==> src/rtl/caltime_pkg.sv <==
`timescale 1ns/1ps
package caltime_pkg;

   localparam int FIELD_N = 7;
   localparam int REG_W   = 8;

   typedef enum logic [2:0] {
      F_SEC  = 3'd0,
      F_MIN  = 3'd1,
      F_HOUR = 3'd2,
      F_DOW  = 3'd3,
      F_DOM  = 3'd4,
      F_MON  = 3'd5,
      F_YEAR = 3'd6
   } field_e;

   typedef struct packed {
      logic [6:0] yr;
      logic [3:0] mon;
      logic [4:0] dom;
      logic [2:0] dow;
      logic [4:0] hour;
      logic [5:0] min;
      logic [5:0] sec;
   } tod_t;

   typedef logic [FIELD_N-1:0][REG_W-1:0] regset_t;

   // binary 0..99 -> register byte
   function automatic logic [REG_W-1:0] to_reg(logic [6:0] v, logic bin);
      logic [3:0] tens;
      logic [3:0] units;
      tens  = 4'(v / 7'd10);
      units = 4'(v % 7'd10);
      if (bin) return {1'b0, v};
      return {tens, units};
   endfunction

   // register byte -> binary
   function automatic logic [6:0] from_reg(logic [REG_W-1:0] b, logic bin);
      if (bin) return b[6:0];
      return 7'(b[7:4]) * 7'd10 + 7'(b[3:0]);
   endfunction

   function automatic logic [REG_W-1:0] hour_to_reg(logic [6:0] h, logic bin, logic h24);
      logic       pm;
      logic [6:0] h12;
      pm  = (h >= 7'd12);
      h12 = pm ? h - 7'd12 : h;
      if (h24) return to_reg(h, bin);
      return to_reg(h12, bin) | {pm, 7'b0};
   endfunction

   function automatic logic [6:0] hour_from_reg(logic [REG_W-1:0] b, logic bin, logic h24);
      if (h24) return from_reg(b, bin);
      return from_reg({1'b0, b[6:0]}, bin) + (b[7] ? 7'd12 : 7'd0);
   endfunction

endpackage

==> src/rtl/caltime_step.sv <==
`timescale 1ns/1ps
module caltime_step
   import caltime_pkg::*;
#(
   parameter int BASE_YEAR = 1980
)(
   input  tod_t cur,
   output tod_t nxt
);

   localparam logic [5:0] SEC_LAST  = 6'd59;
   localparam logic [5:0] MIN_LAST  = 6'd59;
   localparam logic [4:0] HOUR_LAST = 5'd23;
   localparam logic [2:0] DOW_LAST  = 3'd7;
   localparam logic [3:0] MON_LAST  = 4'd12;
   localparam logic [6:0] YR_LAST   = 7'd99;

   function automatic logic [4:0] month_len(logic [3:0] m, logic leap_yr);
      case (m)
         4'd2:                      return leap_yr ? 5'd29 : 5'd28;
         4'd4, 4'd6, 4'd9, 4'd11:   return 5'd30;
         default:                   return 5'd31;
      endcase
   endfunction

   int         full_year;
   logic       leap;
   logic [4:0] mlen;

   always_comb begin
      full_year = BASE_YEAR + int'(cur.yr);
      leap      = ((full_year % 4) == 0) &&
                  (((full_year % 100) != 0) || ((full_year % 400) == 0));
      mlen      = month_len(cur.mon, leap);
      nxt       = cur;
      if (cur.sec != SEC_LAST) begin
         nxt.sec = cur.sec + 6'd1;
      end else begin
         nxt.sec = '0;
         if (cur.min != MIN_LAST) begin
            nxt.min = cur.min + 6'd1;
         end else begin
            nxt.min = '0;
            if (cur.hour != HOUR_LAST) begin
               nxt.hour = cur.hour + 5'd1;
            end else begin
               nxt.hour = '0;
               nxt.dow  = (cur.dow >= DOW_LAST) ? 3'd1 : cur.dow + 3'd1;
               if (cur.dom < mlen) begin
                  nxt.dom = cur.dom + 5'd1;
               end else begin
                  nxt.dom = 5'd1;
                  if (cur.mon < MON_LAST) begin
                     nxt.mon = cur.mon + 4'd1;
                  end else begin
                     nxt.mon = 4'd1;
                     nxt.yr  = (cur.yr >= YR_LAST) ? 7'd0 : cur.yr + 7'd1;
                  end
               end
            end
         end
      end
   end

endmodule

==> src/rtl/caltime_codec.sv <==
`timescale 1ns/1ps
module caltime_codec
   import caltime_pkg::*;
(
   input  logic    bin_mode,
   input  logic    h24_mode,
   input  tod_t    enc_in,
   output regset_t enc_out,
   input  regset_t dec_in,
   output tod_t    dec_out
);

   logic [FIELD_N-1:0][6:0] bin_e;
   logic [FIELD_N-1:0][6:0] bin_d;

   assign bin_e = {enc_in.yr,
                   3'b0, enc_in.mon,
                   2'b0, enc_in.dom,
                   4'b0, enc_in.dow,
                   2'b0, enc_in.hour,
                   1'b0, enc_in.min,
                   1'b0, enc_in.sec};

   for (genvar i = 0; i < FIELD_N; i++) begin : g_field
      if (i == int'(F_HOUR)) begin : g_hour
         assign enc_out[i] = hour_to_reg(bin_e[i], bin_mode, h24_mode);
         assign bin_d[i]   = hour_from_reg(dec_in[i], bin_mode, h24_mode);
      end else begin : g_plain
         assign enc_out[i] = to_reg(bin_e[i], bin_mode);
         assign bin_d[i]   = from_reg(dec_in[i], bin_mode);
      end
   end

   assign dec_out.sec  = bin_d[F_SEC][5:0];
   assign dec_out.min  = bin_d[F_MIN][5:0];
   assign dec_out.hour = bin_d[F_HOUR][4:0];
   assign dec_out.dow  = bin_d[F_DOW][2:0];
   assign dec_out.dom  = bin_d[F_DOM][4:0];
   assign dec_out.mon  = bin_d[F_MON][3:0];
   assign dec_out.yr   = bin_d[F_YEAR];

endmodule

==> src/rtl/caltime_alarm.sv <==
`timescale 1ns/1ps
module caltime_alarm #(
   parameter int         N     = 3,
   parameter int         W     = 8,
   parameter logic [1:0] WILD  = 2'b11
)(
   input  logic [N-1:0][W-1:0] alm,
   input  logic [N-1:0][W-1:0] cur,
   output logic                hit
);

   if (N < 1 || W < 2) begin : g_bad_cfg
      $error("caltime_alarm: N must be >= 1 and W >= 2");
   end

   logic [N-1:0] fld_ok;

   for (genvar i = 0; i < N; i++) begin : g_cmp
      assign fld_ok[i] = (alm[i][W-1:W-2] == WILD) || (alm[i] == cur[i]);
   end

   assign hit = &fld_ok;

endmodule

==> src/rtl/caltime_core.sv <==
`timescale 1ns/1ps
module caltime_core
   import caltime_pkg::*;
#(
   parameter int         BASE_YEAR = 1980,
   parameter logic [2:0] OSC_RUN   = 3'b010
)(
   input  logic       clk,
   input  logic       rst_n,
   input  logic       sec_tick,
   input  logic [2:0] osc_ctl,
   input  logic       fmt_binary,
   input  logic       fmt_24h,
   input  logic       set_mode,
   input  logic       wr_en,
   input  logic [2:0] wr_sel,
   input  logic [7:0] wr_data,
   input  logic [7:0] alm_sec,
   input  logic [7:0] alm_min,
   input  logic [7:0] alm_hour,
   output logic [7:0] t_sec,
   output logic [7:0] t_min,
   output logic [7:0] t_hour,
   output logic [7:0] t_dow,
   output logic [7:0] t_dom,
   output logic [7:0] t_mon,
   output logic [7:0] t_year,
   output logic       update_done,
   output logic       alarm_hit
);

   localparam int ALM_N = 3;

   if (BASE_YEAR < 1 || BASE_YEAR > 9999) begin : g_bad_year
      $error("caltime_core: BASE_YEAR out of range");
   end
   if (REG_W != 8) begin : g_bad_width
      $error("caltime_core: register width must be 8");
   end

   localparam regset_t RST_REGS = {8'h00, 8'h01, 8'h01, 8'h01, 8'h00, 8'h00, 8'h00};
   localparam tod_t    RST_TOD  = '{yr: 7'd0, mon: 4'd1, dom: 5'd1, dow: 3'd1,
                                    hour: 5'd0, min: 6'd0, sec: 6'd0};

   tod_t    cnt_q;
   tod_t    cnt_nxt;
   tod_t    cnt_dec;
   regset_t disp_q;
   regset_t disp_wr;
   regset_t disp_enc;
   logic    set_q;
   logic    leave_set;
   logic    osc_ok;
   logic    advance;
   logic    match_c;
   logic    upd_q;
   logic    alm_q;

   assign osc_ok    = (osc_ctl == OSC_RUN);
   assign leave_set = set_q && !set_mode;
   assign advance   = sec_tick && osc_ok && !wr_en && !leave_set;

   always_comb begin
      disp_wr = disp_q;
      if (wr_en && (int'(wr_sel) < FIELD_N)) disp_wr[wr_sel] = wr_data;
   end

   caltime_step #(.BASE_YEAR(BASE_YEAR)) u_step (
      .cur (cnt_q),
      .nxt (cnt_nxt)
   );

   caltime_codec u_codec (
      .bin_mode (fmt_binary),
      .h24_mode (fmt_24h),
      .enc_in   (cnt_nxt),
      .enc_out  (disp_enc),
      .dec_in   (disp_wr),
      .dec_out  (cnt_dec)
   );

   caltime_alarm #(.N(ALM_N), .W(REG_W), .WILD(2'b11)) u_alarm (
      .alm ({alm_hour, alm_min, alm_sec}),
      .cur (disp_enc[ALM_N-1:0]),
      .hit (match_c)
   );

   always_ff @(posedge clk) begin
      if (!rst_n) begin
         cnt_q  <= RST_TOD;
         disp_q <= RST_REGS;
         set_q  <= 1'b0;
         upd_q  <= 1'b0;
         alm_q  <= 1'b0;
      end else begin
         set_q <= set_mode;
         upd_q <= 1'b0;
         alm_q <= 1'b0;
         if (wr_en) begin
            disp_q <= disp_wr;
            if (!set_mode) cnt_q <= cnt_dec;
         end else if (leave_set) begin
            cnt_q <= cnt_dec;
         end else if (advance) begin
            cnt_q <= cnt_nxt;
            upd_q <= 1'b1;
            alm_q <= match_c;
            if (!set_mode) disp_q <= disp_enc;
         end
      end
   end

   assign t_sec       = disp_q[F_SEC];
   assign t_min       = disp_q[F_MIN];
   assign t_hour      = disp_q[F_HOUR];
   assign t_dow       = disp_q[F_DOW];
   assign t_dom       = disp_q[F_DOM];
   assign t_mon       = disp_q[F_MON];
   assign t_year      = disp_q[F_YEAR];
   assign update_done = upd_q;
   assign alarm_hit   = alm_q;


   upd_src_chk: assert property (@(posedge clk) disable iff (!rst_n)
      update_done |-> $past(sec_tick && osc_ok && !wr_en));


   alarm_upd_chk: assert property (@(posedge clk) disable iff (!rst_n)
      alarm_hit |-> update_done);


   osc_hold_chk: assert property (@(posedge clk) disable iff (!rst_n)
      (!osc_ok && !wr_en && !leave_set) |=> $stable(cnt_q));


   set_hold_chk: assert property (@(posedge clk) disable iff (!rst_n)
      (set_mode && !wr_en) |=> $stable(disp_q));


   wr_vis_chk: assert property (@(posedge clk) disable iff (!rst_n)
      (wr_en && wr_sel == F_SEC) |=> (t_sec == $past(wr_data)));


   tod_range_chk: assert property (@(posedge clk) disable iff (!rst_n)
      (cnt_q.sec < 6'd60) && (cnt_q.min < 6'd60) && (cnt_q.hour < 5'd24));


   cal_range_chk: assert property (@(posedge clk) disable iff (!rst_n)
      (cnt_q.dow >= 3'd1) && (cnt_q.mon >= 4'd1) && (cnt_q.mon <= 4'd12) &&
      (cnt_q.yr <= 7'd99));


   dom_range_chk: assert property (@(posedge clk) disable iff (!rst_n)
      (cnt_q.dom >= 5'd1) && (cnt_q.dom <= 5'd31));

endmodule

==> config.mk <==
export PLATFORM = sky130hd
export DESIGN_NAME = caltime_core
export DESIGN_NICKNAME = d
export VERILOG_FILES = /design/src/rtl/caltime_pkg.sv /design/src/rtl/caltime_step.sv /design/src/rtl/caltime_codec.sv /design/src/rtl/caltime_alarm.sv /design/src/rtl/caltime_core.sv
export SDC_FILE = /design/constraint.sdc
export NUM_CORES = 1
export LEC_CHECK = 0
export BUFFER_PORTS_ARGS = -buffer_cell sky130_fd_sc_hd__buf_4
export CORE_AREA = 5 5 168 170
export DETAILED_ROUTE_END_ITERATION = 8
export DIE_AREA = 0 0 173 175
export HOLD_SLACK_MARGIN = 0.02
export SLEW_MARGIN = 20
export SYNTH_ARGS = -nofsm -noshare
export SYNTH_HDL_FRONTEND = slang
export SYNTH_SLANG_ARGS = --single-unit
==> constraint.sdc <==
create_clock -name clk -period 26.9 [get_ports clk]
set_input_delay 1.345 -clock clk [delete_from_list [all_inputs] [get_ports clk]]
set_output_delay 1.345 -clock clk [all_outputs]
set_load 0.1 [all_outputs]
==> results.md <==
- WL met3: 1701 µm
- PortBufs: 102
- Flop pwr share: 34.6%
- Hold Path Class: flip-flop to flip-flop
- Slew Limit Headroom: approximately 28%
- Reg2reg path depth: 42
- Distinct cells, synth: between 100 and 150
- # resized after CTS: 0
- Initial antenna violation count: 0
- Most common cell in the netlist: nor2_1
- Worst r2r dst: t_year[4]$_SDFFE_PN0P_
- IO Count: 103
- Die height: 175 µm
- Worst setup EP type: flip-flop
- R2R Setup Slk: 16.94 ns
- Share of post-route cells with drive strength above 1: around 15%
- Hold_buf cts: 0
- Worst-Skew Late Latency: 0.36 ns
- Filler cell count: 2737
- ANT nets after route: 0
- CTS buffer count: 9
- Synthesized cell area: ~10000 µm²
- Post-synth top cells: nor2_1, nand2_1, a21oi_1, dfxtp_1, ha_1
- Status: finished, final reports clean
- Final antenna diode count: 0
- Max VDD drop: about 0.000024 V
- Pwr Density: 38.20 nW/µm²
- Net Switching: 0.1736 mW
- Post-synth net total: around 1500
- Final HPWL DP: 24300 µm
- Number of remaining DRC errors: 0
- Synth-to-layout area growth: 12.02%
- Clock network power share: approximately 28%
- Hold depth: 2
- First-pass GRT wire length: 54050 µm
- Maximum number of pins on one net before global-route repair: 75
- Worst Path Arrival: 10.16 ns
- Average cell area after synthesis: between 7 and 8 µm²
- DR vias: between 10000 and 15000
- Hold EP: t_dow[6]$_SDFFE_PN0P_
- Slowest library cell on the worst path: or4_4
- Cell-internal power: roughly 0.27 mW
- GPL Wtd Cong: about 0.90
- Yosys top cell by area: dfxtp_1
- GRT Overall Usage: 21.30%
- CP Launch Type: flip-flop
- Period utilization: 37.02%
- Crit-path max cell delay: approximately 0.55 ns
- Register bit total from synthesis: 95
- EDFF count, synth: 0
- Number of global-route vias before repair: 10200
- Synth warn: 0
- Async SR Flop Fraction: 0%
- CTS Root Cell: clkbuf_16
- Sw frac: 39.07%
- RSZ-0062 raised after global routing: no
- Area contributors post-synth: dfxtp_1, ha_1, nor2_1, nand2_1, a21oi_1
- FP Rows: 60
- Seq. cell area: 1902 µm²
- Gate power share: 37.1%
- Final Slew Violations: 0
- Initial Utilization: 39.06%
- Core area: ~27000 µm²
- DRT Pass-1 Iters: 6
- Top layer in use: met4
- Critical path type: flip-flop to flip-flop
- R2r startpoint: cnt_q[31]$_SDFFE_PN0P_
- Final min period: 9.957 ns
- Fmax: ~100 MHz
- CTS max path bufs: 2
- Setup bufs post-CTS: 0
- Multi-input logic area: 7919 µm²
- CP dominant cell by count: ha_1
- Crit path max fanout: 16
- Nets@finish: 1565
- WL met2: 15760 µm
- Worst-Margin Slew: 1.076 ns
- Worst-path clk slew: 0.07 ns
- Setup Skew: 0.01092 ns
- Yosys top cell area share: 18.32%
- Max Cap Violations: 0
- Setup TNS: 0 ns
- H-tree Lvls: 3
- Dominant synthesized flop cell: dfxtp_1
- Hold path start: t_dow[6]$_SDFFE_PN0P_
- # setup viols final: 0
- M1 WL: 15050 µm
- Routed len/inst: ~19 µm
- WP data required: 27.11 ns
- Leakage: around 4.6 nW
- Die X: approximately 170 µm
- Total Wirelength: 33440 µm
- Final hold vios: 0
- Clock sinks: 95
- Overflow after GRT: 0
- Initial DRC Count: 798
- Design Power: 0.4443 mW
- Vias/cell: 6.006
- Die footprint: 30280 µm²
- Fin Hold WS: 0.4708 ns
- Sequential area share after synthesis: between 10% and 20%
- Post-Syn Instances: 1400
- CTS tree: built
## flip-flops by register name, summed over array words and instances, names as in the netlist
| name | cells |
|---|---|
| t_dom | 8 |
| update_done | 1 |
| t_sec | 8 |
| t_min | 8 |
| t_dow | 8 |
| set_q | 1 |
| t_hour | 8 |
| t_year | 8 |
| t_mon | 8 |
| cnt_q | 36 |
| alarm_hit | 1 |
## worst max-delay path: cells and delay by family, from the launching register on
| kind | cells | cell delay, ns |
|---|---|---|
| buf+inv | 7 | 0.83 |
| flops | 1 | 0.42 |
| simple gates | 12 | 3.08 |
| xor+xnor | 2 | 0.34 |
| fa+ha+maj | 7 | 1.84 |
| compound gates | 14 | 3.26 |
## metal layers
| metal | vias to the layer above | GRT usage (%) |
|---|---|---|
| li1 | 5212 | - |
| met1 | 5130 | 27.77 |
| met3 | 61 | 3.029 |
| met2 | 312 | 36.49 |
| met4 | 0 | 6.651 |
| met5 | - | 0 |
## power by group through the flow
stage	Clock (mW)	Sequential (mW)	Combinational (mW)
2_1_floorplan	0	0.165	0.114
3_3_place_gp	0	0.157	0.162
3_5_place_dp	0	0.157	0.163
4_1_cts	0.128	0.154	0.164
5_1_grt	0.132	0.155	0.181
6_report	0.125	0.154	0.165
## metrics by stage
stage | setup slack [ns] | cells | cell area, µm² | utilization, %
3_3_place_gp | 17.34 | 1768 | 11330 | 42.63
6_report | 16.94 | 1784 | 11630 | 43.76
5_1_grt | 16.27 | 1784 | 11630 | 43.76
4_1_cts | 17.07 | 1784 | 11630 | 43.76
3_5_place_dp | 17.12 | 1769 | 11360 | 42.73
2_1_floorplan | 17.99 | 1400 | 10380 | -
## layout make-up
class	instances	area share, %
clock buffer	10	2.055
clock inverter	5	0.2905
inverter	60	1.937
multi-input combinational	1158	68.10
sequential	95	16.35
tap	341	3.669
timing repair buffer	115	7.596
## worst max path at each step
| stage | from | to | slack [ns] |
|---|---|---|---|
| after floorplan | cnt_q[31]$_SDFFE_PN0P_ | t_year[4]$_SDFFE_PN0P_ | 17.99 |
| after global placement | cnt_q[31]$_SDFFE_PN0P_ | t_year[4]$_SDFFE_PN0P_ | 17.34 |
| after detailed placement | cnt_q[31]$_SDFFE_PN0P_ | t_year[4]$_SDFFE_PN0P_ | 17.12 |
| after CTS | cnt_q[31]$_SDFFE_PN0P_ | t_year[4]$_SDFFE_PN0P_ | 17.07 |
| after global routing | cnt_q[31]$_SDFFE_PN0P_ | t_year[4]$_SDFFE_PN0P_ | 16.27 |
| final | cnt_q[31]$_SDFFE_PN0P_ | t_year[4]$_SDFFE_PN0P_ | 16.94 |
## placed cells by master (no fill, tap or decap), types with 6 or more instances in the layout
cell type	instances
nand2_1	150
nand4_1	10
o21ai_0	65
nor3b_1	7
xnor2_1	45
inv_1	54
a221oi_1	18
clkbuf_16	9
and3_1	10
o21a_1	6
nand2b_1	12
nand3_1	33
a21o_1	17
a211o_1	7
xor2_1	30
fa_1	8
buf_4	114
nor2_1	173
nor2b_1	13
o211ai_1	42
a31oi_1	9
o22ai_1	6
mux2_2	43
or3_1	8
dfxtp_1	95
a21oi_1	110
mux2i_1	25
and2_1	9
a22oi_1	26
nor4_1	9
ha_1	73
or2_2	7
nor3_1	33
o2111ai_1	7
a211oi_1	23
## kinds of logic after synthesis
group / count (synthesis) / synth area share [%]
compound gates: 427 / 29.24
xor+xnor: 77 / 6.641
fa+ha+maj: 81 / 10.34
buf+inv: 147 / 5.701
flops: 95 / 18.32
mux: 68 / 7.075
simple gates: 505 / 22.68
Power figures use the tool's default switching activity.
